$ cat config.mk
export PLATFORM = sky130hd
export DESIGN_NAME = pcm_duplex_port
export DESIGN_NICKNAME = d
export VERILOG_FILES = /design/src/rtl/pcm_port_pkg.sv /design/src/rtl/pcm_sample_fifo.sv /design/src/rtl/pcm_port_ctrl.sv /design/src/rtl/pcm_port_datapath.sv /design/src/rtl/pcm_duplex_port.sv
export SDC_FILE = /design/constraint.sdc
export NUM_CORES = 1
export LEC_CHECK = 0
export BUFFER_PORTS_ARGS = -buffer_cell sky130_fd_sc_hd__buf_2
export CAP_MARGIN = 20
export CORE_AREA = 2 2 326 328
export DETAILED_ROUTE_END_ITERATION = 8
export DIE_AREA = 0 0 328 330
export PLACE_DENSITY = 0.58
export SETUP_SLACK_MARGIN = 0.5
export SLEW_MARGIN = 10
export SYNTH_ARGS = -nofsm -noshare
export SYNTH_HDL_FRONTEND = slang
export SYNTH_HIERARCHICAL = 1
export SYNTH_SLANG_ARGS = --single-unit
$ cat constraint.sdc
create_clock -name clk -period 4.05 [get_ports clk]
set_clock_uncertainty 0.1 [all_clocks]
set_input_delay 0.2025 -clock clk [delete_from_list [all_inputs] [get_ports clk]]
set_output_delay 0.2025 -clock clk [all_outputs]
set_load 0.01 [all_outputs]
$ cat src/rtl/pcm_port_pkg.sv
package pcm_port_pkg;

  localparam int SAMPLE_W = 16;
  localparam int REG_W    = 32;
  localparam int THR_W    = 6;

  typedef enum logic [1:0] {
    RegCtrl   = 2'd0,
    RegTxData = 2'd1,
    RegRxData = 2'd2,
    RegStatus = 2'd3
  } regSel_t;

  typedef struct packed {
    logic [12:0]      spare;
    logic [THR_W-1:0] txThr;
    logic [THR_W-1:0] rxThr;
    logic             txDmaOn;
    logic             rxDmaOn;
    logic             txLate;
    logic             rxLate;
    logic             txFifoOn;
    logic             rxFifoOn;
    logic             portOn;
  } ctrlWord_t;

  // Strobes issued by the control unit to the datapath
  typedef struct packed {
    logic txPush;
    logic txOverrun;
    logic txLoad;
    logic txStarve;
    logic txShift;
    logic txIdle;
    logic rxShift;
    logic rxPush;
    logic rxOverrun;
    logic rxPop;
    logic rxStarve;
    logic ctrlWrite;
    logic statWrite;
  } portStrobes_t;

endpackage

$ cat src/rtl/pcm_sample_fifo.sv
module pcm_sample_fifo #(
  parameter int WIDTH = 16,
  parameter int DEPTH = 32,
  localparam int PTR_W = $clog2(DEPTH),
  localparam int CNT_W = $clog2(DEPTH + 1)
) (
  input  logic             clk,
  input  logic             rstN,
  input  logic             flush,
  input  logic             push,
  input  logic             pop,
  input  logic [WIDTH-1:0] pushData,
  output logic [WIDTH-1:0] headData,
  output logic [CNT_W-1:0] count
);

  localparam logic [PTR_W-1:0] LAST_PTR = PTR_W'(DEPTH - 1);

  logic [WIDTH-1:0] store [DEPTH];
  logic [PTR_W-1:0] wrPtr;
  logic [PTR_W-1:0] rdPtr;

  always_ff @(posedge clk) begin
    if (push && !flush) store[wrPtr] <= pushData;
  end

  always_ff @(posedge clk or negedge rstN) begin
    if (!rstN) begin
      wrPtr <= '0;
      rdPtr <= '0;
      count <= '0;
    end else if (flush) begin
      wrPtr <= '0;
      rdPtr <= '0;
      count <= '0;
    end else begin
      if (push) wrPtr <= (wrPtr == LAST_PTR) ? '0 : wrPtr + 1'b1;
      if (pop)  rdPtr <= (rdPtr == LAST_PTR) ? '0 : rdPtr + 1'b1;
      case ({push, pop})
        2'b10:   count <= count + 1'b1;
        2'b01:   count <= count - 1'b1;
        default: count <= count;
      endcase
    end
  end

  assign headData = store[rdPtr];

endmodule

$ cat src/rtl/pcm_port_ctrl.sv
module pcm_port_ctrl
  import pcm_port_pkg::*;
(
  input  logic         clk,
  input  logic         rstN,
  input  logic         wrEn,
  input  logic         rdEn,
  input  logic [1:0]   addr,
  input  logic         bitStrobe,
  input  logic         syncIn,
  input  logic         txActive,
  input  logic         rxActive,
  input  logic         txLate,
  input  logic         rxLate,
  input  logic         txEmpty,
  input  logic         txFull,
  input  logic         rxEmpty,
  input  logic         rxFull,
  output portStrobes_t strobes
);

  localparam int LANES = 2;          // lane 0 transmits, lane 1 receives
  localparam int BIT_W = $clog2(SAMPLE_W);
  localparam logic [BIT_W-1:0] FRAME_REST = BIT_W'(SAMPLE_W - 1);
  localparam logic [BIT_W-1:0] ONE_LEFT   = BIT_W'(1);

  logic [LANES-1:0] laneOn;
  logic [LANES-1:0] laneLate;
  logic [LANES-1:0] laneFirst;
  logic [LANES-1:0] laneNext;
  logic [LANES-1:0] laneLast;

  assign laneOn   = {rxActive, txActive};
  assign laneLate = {rxLate, txLate};

  for (genvar g = 0; g < LANES; g++) begin : g_lane
    logic             armed;
    logic [BIT_W-1:0] bitsLeft;

    assign laneFirst[g] = bitStrobe && laneOn[g] && (syncIn ? !laneLate[g] : armed);
    assign laneNext[g]  = bitStrobe && laneOn[g] && !syncIn && !armed && (bitsLeft != '0);
    assign laneLast[g]  = laneNext[g] && (bitsLeft == ONE_LEFT);

    always_ff @(posedge clk or negedge rstN) begin
      if (!rstN) begin
        armed    <= 1'b0;
        bitsLeft <= '0;
      end else if (!laneOn[g]) begin
        armed    <= 1'b0;
        bitsLeft <= '0;
      end else if (bitStrobe) begin
        if (syncIn) begin
          armed    <= laneLate[g];
          bitsLeft <= laneLate[g] ? '0 : FRAME_REST;
        end else if (armed) begin
          armed    <= 1'b0;
          bitsLeft <= FRAME_REST;
        end else if (bitsLeft != '0) begin
          bitsLeft <= bitsLeft - 1'b1;
        end
      end
    end
  end

  logic txWrite;
  logic rxRead;

  assign txWrite = wrEn && (addr == RegTxData) && txActive;
  assign rxRead  = rdEn && (addr == RegRxData);

  always_comb begin
    strobes           = '0;
    strobes.txPush    = txWrite && !txFull;
    strobes.txOverrun = txWrite && txFull;
    strobes.txLoad    = laneFirst[0] && !txEmpty;
    strobes.txStarve  = laneFirst[0] && txEmpty;
    strobes.txShift   = laneNext[0];
    strobes.txIdle    = bitStrobe && !laneFirst[0] && !laneNext[0];
    strobes.rxShift   = laneFirst[1] || laneNext[1];
    strobes.rxPush    = laneLast[1] && !rxFull;
    strobes.rxOverrun = laneLast[1] && rxFull;
    strobes.rxPop     = rxRead && !rxEmpty;
    strobes.rxStarve  = rxRead && rxEmpty;
    strobes.ctrlWrite = wrEn && (addr == RegCtrl);
    strobes.statWrite = wrEn && (addr == RegStatus);
  end

endmodule

$ cat src/rtl/pcm_port_datapath.sv
module pcm_port_datapath
  import pcm_port_pkg::*;
#(
  parameter int DEPTH = 32,
  localparam int CNT_W = $clog2(DEPTH + 1)
) (
  input  logic             clk,
  input  logic             rstN,
  input  portStrobes_t     strobes,
  input  logic             rdEn,
  input  logic [1:0]       addr,
  input  logic [REG_W-1:0] wrData,
  input  logic             serIn,
  output logic [REG_W-1:0] rdData,
  output logic             serOut,
  output logic             txDmaReq,
  output logic             rxDmaReq,
  output logic             txActive,
  output logic             rxActive,
  output logic             txLate,
  output logic             rxLate,
  output logic             txEmpty,
  output logic             txFull,
  output logic             rxEmpty,
  output logic             rxFull,
  output logic [CNT_W-1:0] txCount,
  output logic [CNT_W-1:0] rxCount
);

  localparam logic [CNT_W-1:0] FULL_CNT  = CNT_W'(DEPTH);
  localparam logic [CNT_W-1:0] HIGH_CNT  = CNT_W'(DEPTH - 1);
  localparam logic [CNT_W-1:0] LOW_CNT   = CNT_W'(1);

  ctrlWord_t             ctrlWord;
  logic [SAMPLE_W-1:0]   txHead;
  logic [SAMPLE_W-1:0]   rxHead;
  logic [SAMPLE_W-1:0]   txShreg;
  logic [SAMPLE_W-1:0]   rxShreg;
  logic [SAMPLE_W-1:0]   rxWord;
  logic [3:0]            errFlags;   // {txOverrun, txStarve, rxOverrun, rxStarve}
  logic [3:0]            errSet;
  logic [REG_W-1:0]      statusWord;
  logic [THR_W-1:0]      txLevel;
  logic [THR_W-1:0]      rxLevel;

  assign txActive = ctrlWord.portOn && ctrlWord.txFifoOn;
  assign rxActive = ctrlWord.portOn && ctrlWord.rxFifoOn;
  assign txLate   = ctrlWord.txLate;
  assign rxLate   = ctrlWord.rxLate;

  always_ff @(posedge clk or negedge rstN) begin
    if (!rstN)                  ctrlWord <= '0;
    else if (strobes.ctrlWrite) ctrlWord <= ctrlWord_t'(wrData);
  end

  pcm_sample_fifo #(.WIDTH(SAMPLE_W), .DEPTH(DEPTH)) i_txFifo (
    .clk      (clk),
    .rstN     (rstN),
    .flush    (!txActive),
    .push     (strobes.txPush),
    .pop      (strobes.txLoad),
    .pushData (wrData[SAMPLE_W-1:0]),
    .headData (txHead),
    .count    (txCount)
  );

  assign rxWord = {rxShreg[SAMPLE_W-2:0], serIn};

  pcm_sample_fifo #(.WIDTH(SAMPLE_W), .DEPTH(DEPTH)) i_rxFifo (
    .clk      (clk),
    .rstN     (rstN),
    .flush    (!rxActive),
    .push     (strobes.rxPush),
    .pop      (strobes.rxPop),
    .pushData (rxWord),
    .headData (rxHead),
    .count    (rxCount)
  );

  assign txEmpty = (txCount == '0);
  assign txFull  = (txCount == FULL_CNT);
  assign rxEmpty = (rxCount == '0);
  assign rxFull  = (rxCount == FULL_CNT);

  // Transmit shifter
  always_ff @(posedge clk or negedge rstN) begin
    if (!rstN) begin
      serOut  <= 1'b0;
      txShreg <= '0;
    end else if (!txActive) begin
      serOut  <= 1'b0;
      txShreg <= '0;
    end else if (strobes.txLoad) begin
      serOut  <= txHead[SAMPLE_W-1];
      txShreg <= {txHead[SAMPLE_W-2:0], 1'b0};
    end else if (strobes.txStarve) begin
      serOut  <= 1'b0;
      txShreg <= '0;
    end else if (strobes.txShift) begin
      serOut  <= txShreg[SAMPLE_W-1];
      txShreg <= {txShreg[SAMPLE_W-2:0], 1'b0};
    end else if (strobes.txIdle) begin
      serOut  <= 1'b0;
    end
  end

  // Receive shifter
  always_ff @(posedge clk or negedge rstN) begin
    if (!rstN)                rxShreg <= '0;
    else if (strobes.rxShift) rxShreg <= rxWord;
  end

  // Sticky error flags, set wins over a same-cycle clear
  assign errSet = {strobes.txOverrun, strobes.txStarve, strobes.rxOverrun, strobes.rxStarve};

  always_ff @(posedge clk or negedge rstN) begin
    if (!rstN) errFlags <= '0;
    else       errFlags <= (errFlags & ~(strobes.statWrite ? wrData[23:20] : 4'b0)) | errSet;
  end

  assign txLevel = THR_W'(txCount);
  assign rxLevel = THR_W'(rxCount);

  always_comb begin
    statusWord        = '0;
    statusWord[23:20] = errFlags;
    statusWord[19:14] = txLevel;
    statusWord[13]    = txEmpty;
    statusWord[12]    = (txCount <= LOW_CNT);
    statusWord[11]    = txFull;
    statusWord[10]    = (txCount >= HIGH_CNT);
    statusWord[9:4]   = rxLevel;
    statusWord[3]     = rxEmpty;
    statusWord[2]     = (rxCount <= LOW_CNT);
    statusWord[1]     = rxFull;
    statusWord[0]     = (rxCount >= HIGH_CNT);
  end

  always_ff @(posedge clk or negedge rstN) begin
    if (!rstN) begin
      rdData <= '0;
    end else if (rdEn) begin
      case (addr)
        RegCtrl:   rdData <= ctrlWord;
        RegTxData: rdData <= '0;
        RegRxData: rdData <= rxEmpty ? '0 : {{(REG_W-SAMPLE_W-1){1'b0}}, 1'b1, rxHead};
        default:   rdData <= statusWord;
      endcase
    end
  end

  assign txDmaReq = ctrlWord.txDmaOn && (txLevel <= ctrlWord.txThr);
  assign rxDmaReq = ctrlWord.rxDmaOn && (rxLevel >= ctrlWord.rxThr);

endmodule

$ cat src/rtl/pcm_duplex_port.sv
module pcm_duplex_port
  import pcm_port_pkg::*;
#(
  parameter int DEPTH = 32
) (
  input  logic        clk,
  input  logic        rstN,
  input  logic        wrEn,
  input  logic        rdEn,
  input  logic [1:0]  addr,
  input  logic [31:0] wrData,
  output logic [31:0] rdData,
  input  logic        bitStrobe,
  input  logic        syncIn,
  input  logic        serIn,
  output logic        serOut,
  output logic        txDmaReq,
  output logic        rxDmaReq
);

  localparam int CNT_W = $clog2(DEPTH + 1);

  portStrobes_t     strobes;
  logic             txActive;
  logic             rxActive;
  logic             txLate;
  logic             rxLate;
  logic             txEmpty;
  logic             txFull;
  logic             rxEmpty;
  logic             rxFull;
  logic [CNT_W-1:0] txCount;
  logic [CNT_W-1:0] rxCount;

  pcm_port_ctrl i_ctrl (
    .clk       (clk),
    .rstN      (rstN),
    .wrEn      (wrEn),
    .rdEn      (rdEn),
    .addr      (addr),
    .bitStrobe (bitStrobe),
    .syncIn    (syncIn),
    .txActive  (txActive),
    .rxActive  (rxActive),
    .txLate    (txLate),
    .rxLate    (rxLate),
    .txEmpty   (txEmpty),
    .txFull    (txFull),
    .rxEmpty   (rxEmpty),
    .rxFull    (rxFull),
    .strobes   (strobes)
  );

  pcm_port_datapath #(.DEPTH(DEPTH)) i_datapath (
    .clk      (clk),
    .rstN     (rstN),
    .strobes  (strobes),
    .rdEn     (rdEn),
    .addr     (addr),
    .wrData   (wrData),
    .serIn    (serIn),
    .rdData   (rdData),
    .serOut   (serOut),
    .txDmaReq (txDmaReq),
    .rxDmaReq (rxDmaReq),
    .txActive (txActive),
    .rxActive (rxActive),
    .txLate   (txLate),
    .rxLate   (rxLate),
    .txEmpty  (txEmpty),
    .txFull   (txFull),
    .rxEmpty  (rxEmpty),
    .rxFull   (rxFull),
    .txCount  (txCount),
    .rxCount  (rxCount)
  );

endmodule

# Yosys cells after proc, flatten, opt, wreduce, memory -nomap -nowiden

Memory sizes are Yosys's and may differ from the RTL's.
Cells that the tools add are included.

Bits in registers: 142
Memories: 2
ROM bits: 0
Bits in writable memories: 1024
Logic and storage cells: 175
Output and inout bits: 35
Bits of input ports: 41
Bits in latches: 0

Memory list:

| memory                    | words | width | rd ports | clocked after Yosys merged registers in | wr ports | line                  | text |
|---|---|---|---|---|---|---|---|
| i_datapath.i_rxFifo.store | 32    | 16    | 1        | 0                                       | 1        | pcm_sample_fifo.sv:19 | `logic [WIDTH-1:0] store [DEPTH];` |
| i_datapath.i_txFifo.store | 32    | 16    | 1        | 0                                       | 1        | pcm_sample_fifo.sv:19 |  |

Magnitude comparators: 6
Add/subtract/negate cells: 10
Reductions and logical operators: 51
Divide/modulo/power cells: 0
Bitwise logic cells: 3
Shift operators: 0
Mux-type cells: 52
Multiply operators: 0
Equality and inequality tests: 26

Operator list:

| cell                                                                             | number |
|---|---|
| 32-bit one-hot mux with 3 select lines                                           | 1 |
| 16-bit two-way mux                                                               | 4 |
| 5-bit two-way mux                                                                | 12 |
| 4-bit two-way mux                                                                | 13 |
| 1-bit logical AND                                                                | 32 |
| 6-bit one-hot mux with 2 select lines                                            | 2 |
| 5-bit by 1-bit adder with 5-bit output, second input constant                    | 4 |
| 5-bit equality test, second input constant                                       | 4 |
| 1-bit two-way mux                                                                | 17 |
| 17-bit two-way mux                                                               | 1 |
| 6-bit by 1-bit adder with 6-bit output, second input constant                    | 2 |
| 6-bit equality test, second input constant                                       | 2 |
| 6-bit by 5-bit >= comparator with 1-bit output, second input constant            | 2 |
| 6-bit by 1-bit less-or-equal comparator with 1-bit output, second input constant | 2 |
| 6-bit logical NOT                                                                | 2 |
| 6-bit two-way mux                                                                | 2 |
| 6-bit by 1-bit subtractor with 6-bit output, second input constant               | 2 |
| 1-bit logical NOT                                                                | 11 |
| 2-bit equality test, second input constant                                       | 4 |
| 2-bit by 1-bit != test with 1-bit output, second input constant                  | 4 |
| 4-bit != test, second input constant                                             | 2 |
| 4-bit nonzero test                                                               | 2 |
| 4-bit by 1-bit subtractor with 4-bit output, second input constant               | 2 |
| 2-bit by 1-bit equality test with 1-bit output, second input constant            | 3 |
| other kinds (13)                                                                 | 16 |

# Depth between registers and ports, before layout

Depth after elaboration: 12
Depth in mapped cells: 14

# Modules after synthesis

The synthesis kept the hierarchy.

Modules (own cells, without submodules):

| module                                 | cells each | area an instance (um2) | times used | sequential area each (um2) |
|---|---|---|---|---|
| pcm_sample_fifo at i_datapath.i_rxFifo | 1118       | 20867.5                | 1          | 15775.1 |
| pcm_sample_fifo at i_datapath.i_txFifo | 1071       | 20694.8                | 1          | 15775.1 |
| pcm_port_datapath                      | 431        | 4614.4                 | 1          | 2477.4 |
| pcm_port_ctrl                          | 89         | 762.0                  | 1          | 250.2 |

# Least setup slack after synthesis

No wires, ideal clock.

Kind: register to register
Start point: register i_datapath.i_txFifo.count[2]
End point: register i_datapath.i_txFifo.count[5]
Clock period less this slack: 3014 ps
Data arrival time: 2787 ps
Library setup time: 128 ps
Cell stages (with the launch flop): 12
Path slack: 1036 ps
Cells stage by stage: dfrtp_1 > or4_4 > nor3_1 > nor4b_1 > buf_4 > nand2b_2 > inv_1 > ha_1 > nor4_1 > nor2_1 > o32ai_1 > mux2_1

RTL lines:

| element                | line                  | text |
|---|---|---|
| start, declared        | pcm_sample_fifo.sv:14 | `output logic [CNT_W-1:0] count` |
| start signal, assigned | pcm_sample_fifo.sv:40 | `2'b10: count <= count + 1'b1;` |
| start signal, assigned | pcm_sample_fifo.sv:41 | `2'b01: count <= count - 1'b1;` |
| start signal, assigned | pcm_sample_fifo.sv:42 | `default: count <= count;` |

==> impl_metrics.json <==
{
  "outcome": "finished, final reports clean",
  "netlist.area_leader.share_pct": 65.5,
  "busiest_layer": "met2",
  "leakage_uw": 0.0174,
  "synth.largest_area_cell": "edfxtp_1",
  "grt_pass1_vias": 25565,
  "fillers": 8457,
  "fp.dieH_microns": 330,
  "overflow": 0,
  "start_util_pct": 44.8,
  "critPathLaunchType": "register",
  "hold_violations": 0,
  "clk_pin_slew_ps": 70,
  "fin_crit_sh_pct": 85.6,
  "yosysMostFrequentCell": "edfxtp_1",
  "insertedDiodeCount": 0,
  "final-setup-viol-count": 0,
  "ys.warnings.count": 6,
  "worst_pin_slew_ps": 1080,
  "cts_max_path_buffers": 3,
  "cts_tree": "built",
  "rsz0062_at_grt": "no",
  "grt_max_degree": 103,
  "route.detailed.vias_per_inst": 5.73,
  "drive_gt1_share_pct": 19.7,
  "area_growth_pct": 14.1,
  "ant_nets": 0,
  "grt_use_met3_pct": 3.10,
  "cts.sinks": 1165,
  "syn_area_per_cell_sq_um": 17.3,
  "cts_made_buffers": 115,
  "synthArstFlopShare_pct": 12.1,
  "dp_hpwl_microns": 68900,
  "io_pins": 76,
  "finalWeightedCongestion": 0.831,
  "ys_seq_area_share_pct": 73.0,
  "yosys_register_bits": 1165,
  "netlist_instances": 2709,
  "max_freq_mhz": 288,
  "portBuffers": 75,
  "path_max_fanout": 10,
  "synth_edf_count": 1024,
  "min_path_type": "in2reg",
  "drtPass1Iterations": 5,
  "wl_per_cell_microns": 25.6,
  "cts_root_buf": "clkbuf_16",
  "core_area_sq_um": 105000,
  "ys.flop_type": "edfxtp_1",
  "cap_violations": 0,
  "netlist_area_sq_um": 46900,
  "drv_slew": 0,
  "place_area_sq_um": 49400,
  "post-cts-setup-buffers": 0,
  "die_area_sq_um": 108000,
  "critPathRequiredTime_ps": 4520,
  "power_density_nw_per_um2": 464,
  "fin_tns_setup_ps": 0,
  "crit_type": "reg2reg",
  "grt_pass1_wl_microns": 167000,
  "yosys-top-cells-area": "edfxtp_1 66%, dfrtp_1 7.5%, mux4_2 6.1%",
  "min_period_ps": 3470,
  "fin_area_sq_um": 53500,
  "yosys-top-cells-count": "1024 x edfxtp_1, 267 x mux2i_1, 190 x a22oi_1",
  "max-slew-margin-rel_pct": 28.2,
  "cp-end-kind": "register",
  "antenna_found_initial": 2,
  "rows": 119,
  "gr-usage-met1_pct": 28.3,
  "wl_microns": 113000,
  "use_met2_pct": 34.9,
  "clk_latency_ps": 700,
  "worst_ir_drop_vdd_uv": 470,
  "vias": 25234,
  "arrival_ps": 3940,
  "syn_nets": 2785,
  "track_usage_pct": 20.9,
  "synth_cell_types": 76,
  "dr.first_iter.drc_count": 2396,
  "route.detailed.drc": 0,
  "die_w_microns": 328,
  "nets": 2989,
  "cts_max_level": 3
}
-- power breakdown --
group	internal, uW	leakage (uW)	switching (uW)
clock network	6020	0.00179	4410
registers	13300	0.0112	224
logic	277	0.00438	576
-- path summary, 6_finish.rpt --
check	start	end	slack (ps)	depth (start not counted)
worst max-delay path	i_datapath/i_txFifo/count[2]	i_datapath/i_txFifo/count[5]	580	10
worst min-delay path	wrData[7]	i_datapath/i_txFifo/store[0][7]	50	1
worst max register to register	i_datapath/i_txFifo/count[2]	i_datapath/i_txFifo/count[5]	580	10
worst min register to register	i_datapath/errFlags[1]	i_datapath/errFlags[1]	380	1
max in group asynchronous	rstN	i_datapath/i_rxFifo/rdPtr[0]	2770	3
min in group asynchronous	rstN	i_datapath/serOut	110	2
-- worst max-delay path: stages (launching register included) --
cell      delay, ps
dfrtp_1         510
or4_4           590
nor3b_2         280
nor2_1          180
nand2b_2        270
inv_1           150
ha_1            300
o21ai_0         220
nor2_1           70
o32ai_1         270
mux2_1          390
-- repair_timing --
item,CTS,global route
hold endpoints to repair,345,0
resized for setup,0,1
hold buffers,35,0
endpoints found under the setup margin,0,2
-- cell type report --
class | instances | area (sq um) | share of cell area (%)
clock buffers | 157 | 3120 | 5.82
clock inverters | 60 | 574 | 1.07
inverters | 82 | 308 | 0.575
multi-input cells | 1305 | 11600 | 21.6
flip-flops and latches | 1165 | 34300 | 64.0
well taps | 1391 | 1740 | 3.25
repair buffers | 244 | 1950 | 3.64
-- per-layer routing --
metal	wire length [microns]	up-vias
met3	5710	158
met4	3320	0
li1	-	11166
met5	0	-
met2	56100	735
met1	47600	13175
-- through the flow --
step                      total power (uW)  worst slack, ps  instances  hold slack, ps  utilization, %
after floorplan                      14100             1040       2709            -193               -
after global placement               14600              737       4146             295            47.2
after detailed placement             14600              716       4148             295            47.2
after CTS                            25100              681       4400            2.05            51.1
after global routing                 25600              557       4404            29.4            51.2
final                                24800              581       4404            53.0            51.2
-- kinds of logic after synthesis --
group,after synthesis,synth area share (%)
XOR/XNOR,7,0.147
buffers and inverters,239,2.43
AO/OA/AOI/OAI,397,5.90
AND/OR/NAND/NOR,423,4.58
adder cells (fa/ha/maj),35,0.933
flip-flops,1165,73.0
multiplexers,443,13.0
-- flip-flops by register name, summed over array words and instances (netlist names) --
register / flops
i_datapath/txShreg: 15
i_ctrl/g_lane.armed: 2
i_datapath/txLate: 1
i_datapath/i_rxFifo/wrPtr: 5
i_datapath/i_rxFifo/store: 512
i_datapath/serOut: 1
i_datapath/rxShreg: 15
i_datapath/i_rxFifo/rdPtr: 5
i_datapath/i_txFifo/rdPtr: 5
i_datapath/rdData: 32
i_datapath/rxLate: 1
i_datapath/errFlags: 4
i_datapath/i_txFifo/wrPtr: 5
i_datapath/ctrlWord: 30
i_ctrl/g_lane.bitsLeft: 8
i_datapath/i_txFifo/store: 512
i_datapath/i_txFifo/count: 6
i_datapath/i_rxFifo/count: 6
-- layout by cell type, fill, tap and decap left out, types with 74 or more instances in the layout --
cell and count:
buf_2 74, mux2i_1 267, buf_4 119, a22oi_1 190, nor2_1 134, edfxtp_1 1024, nand3_1 89, clkbuf_16 118
dfrtp_1 135, mux4_2 128
(Power assumes the default switching activity.)
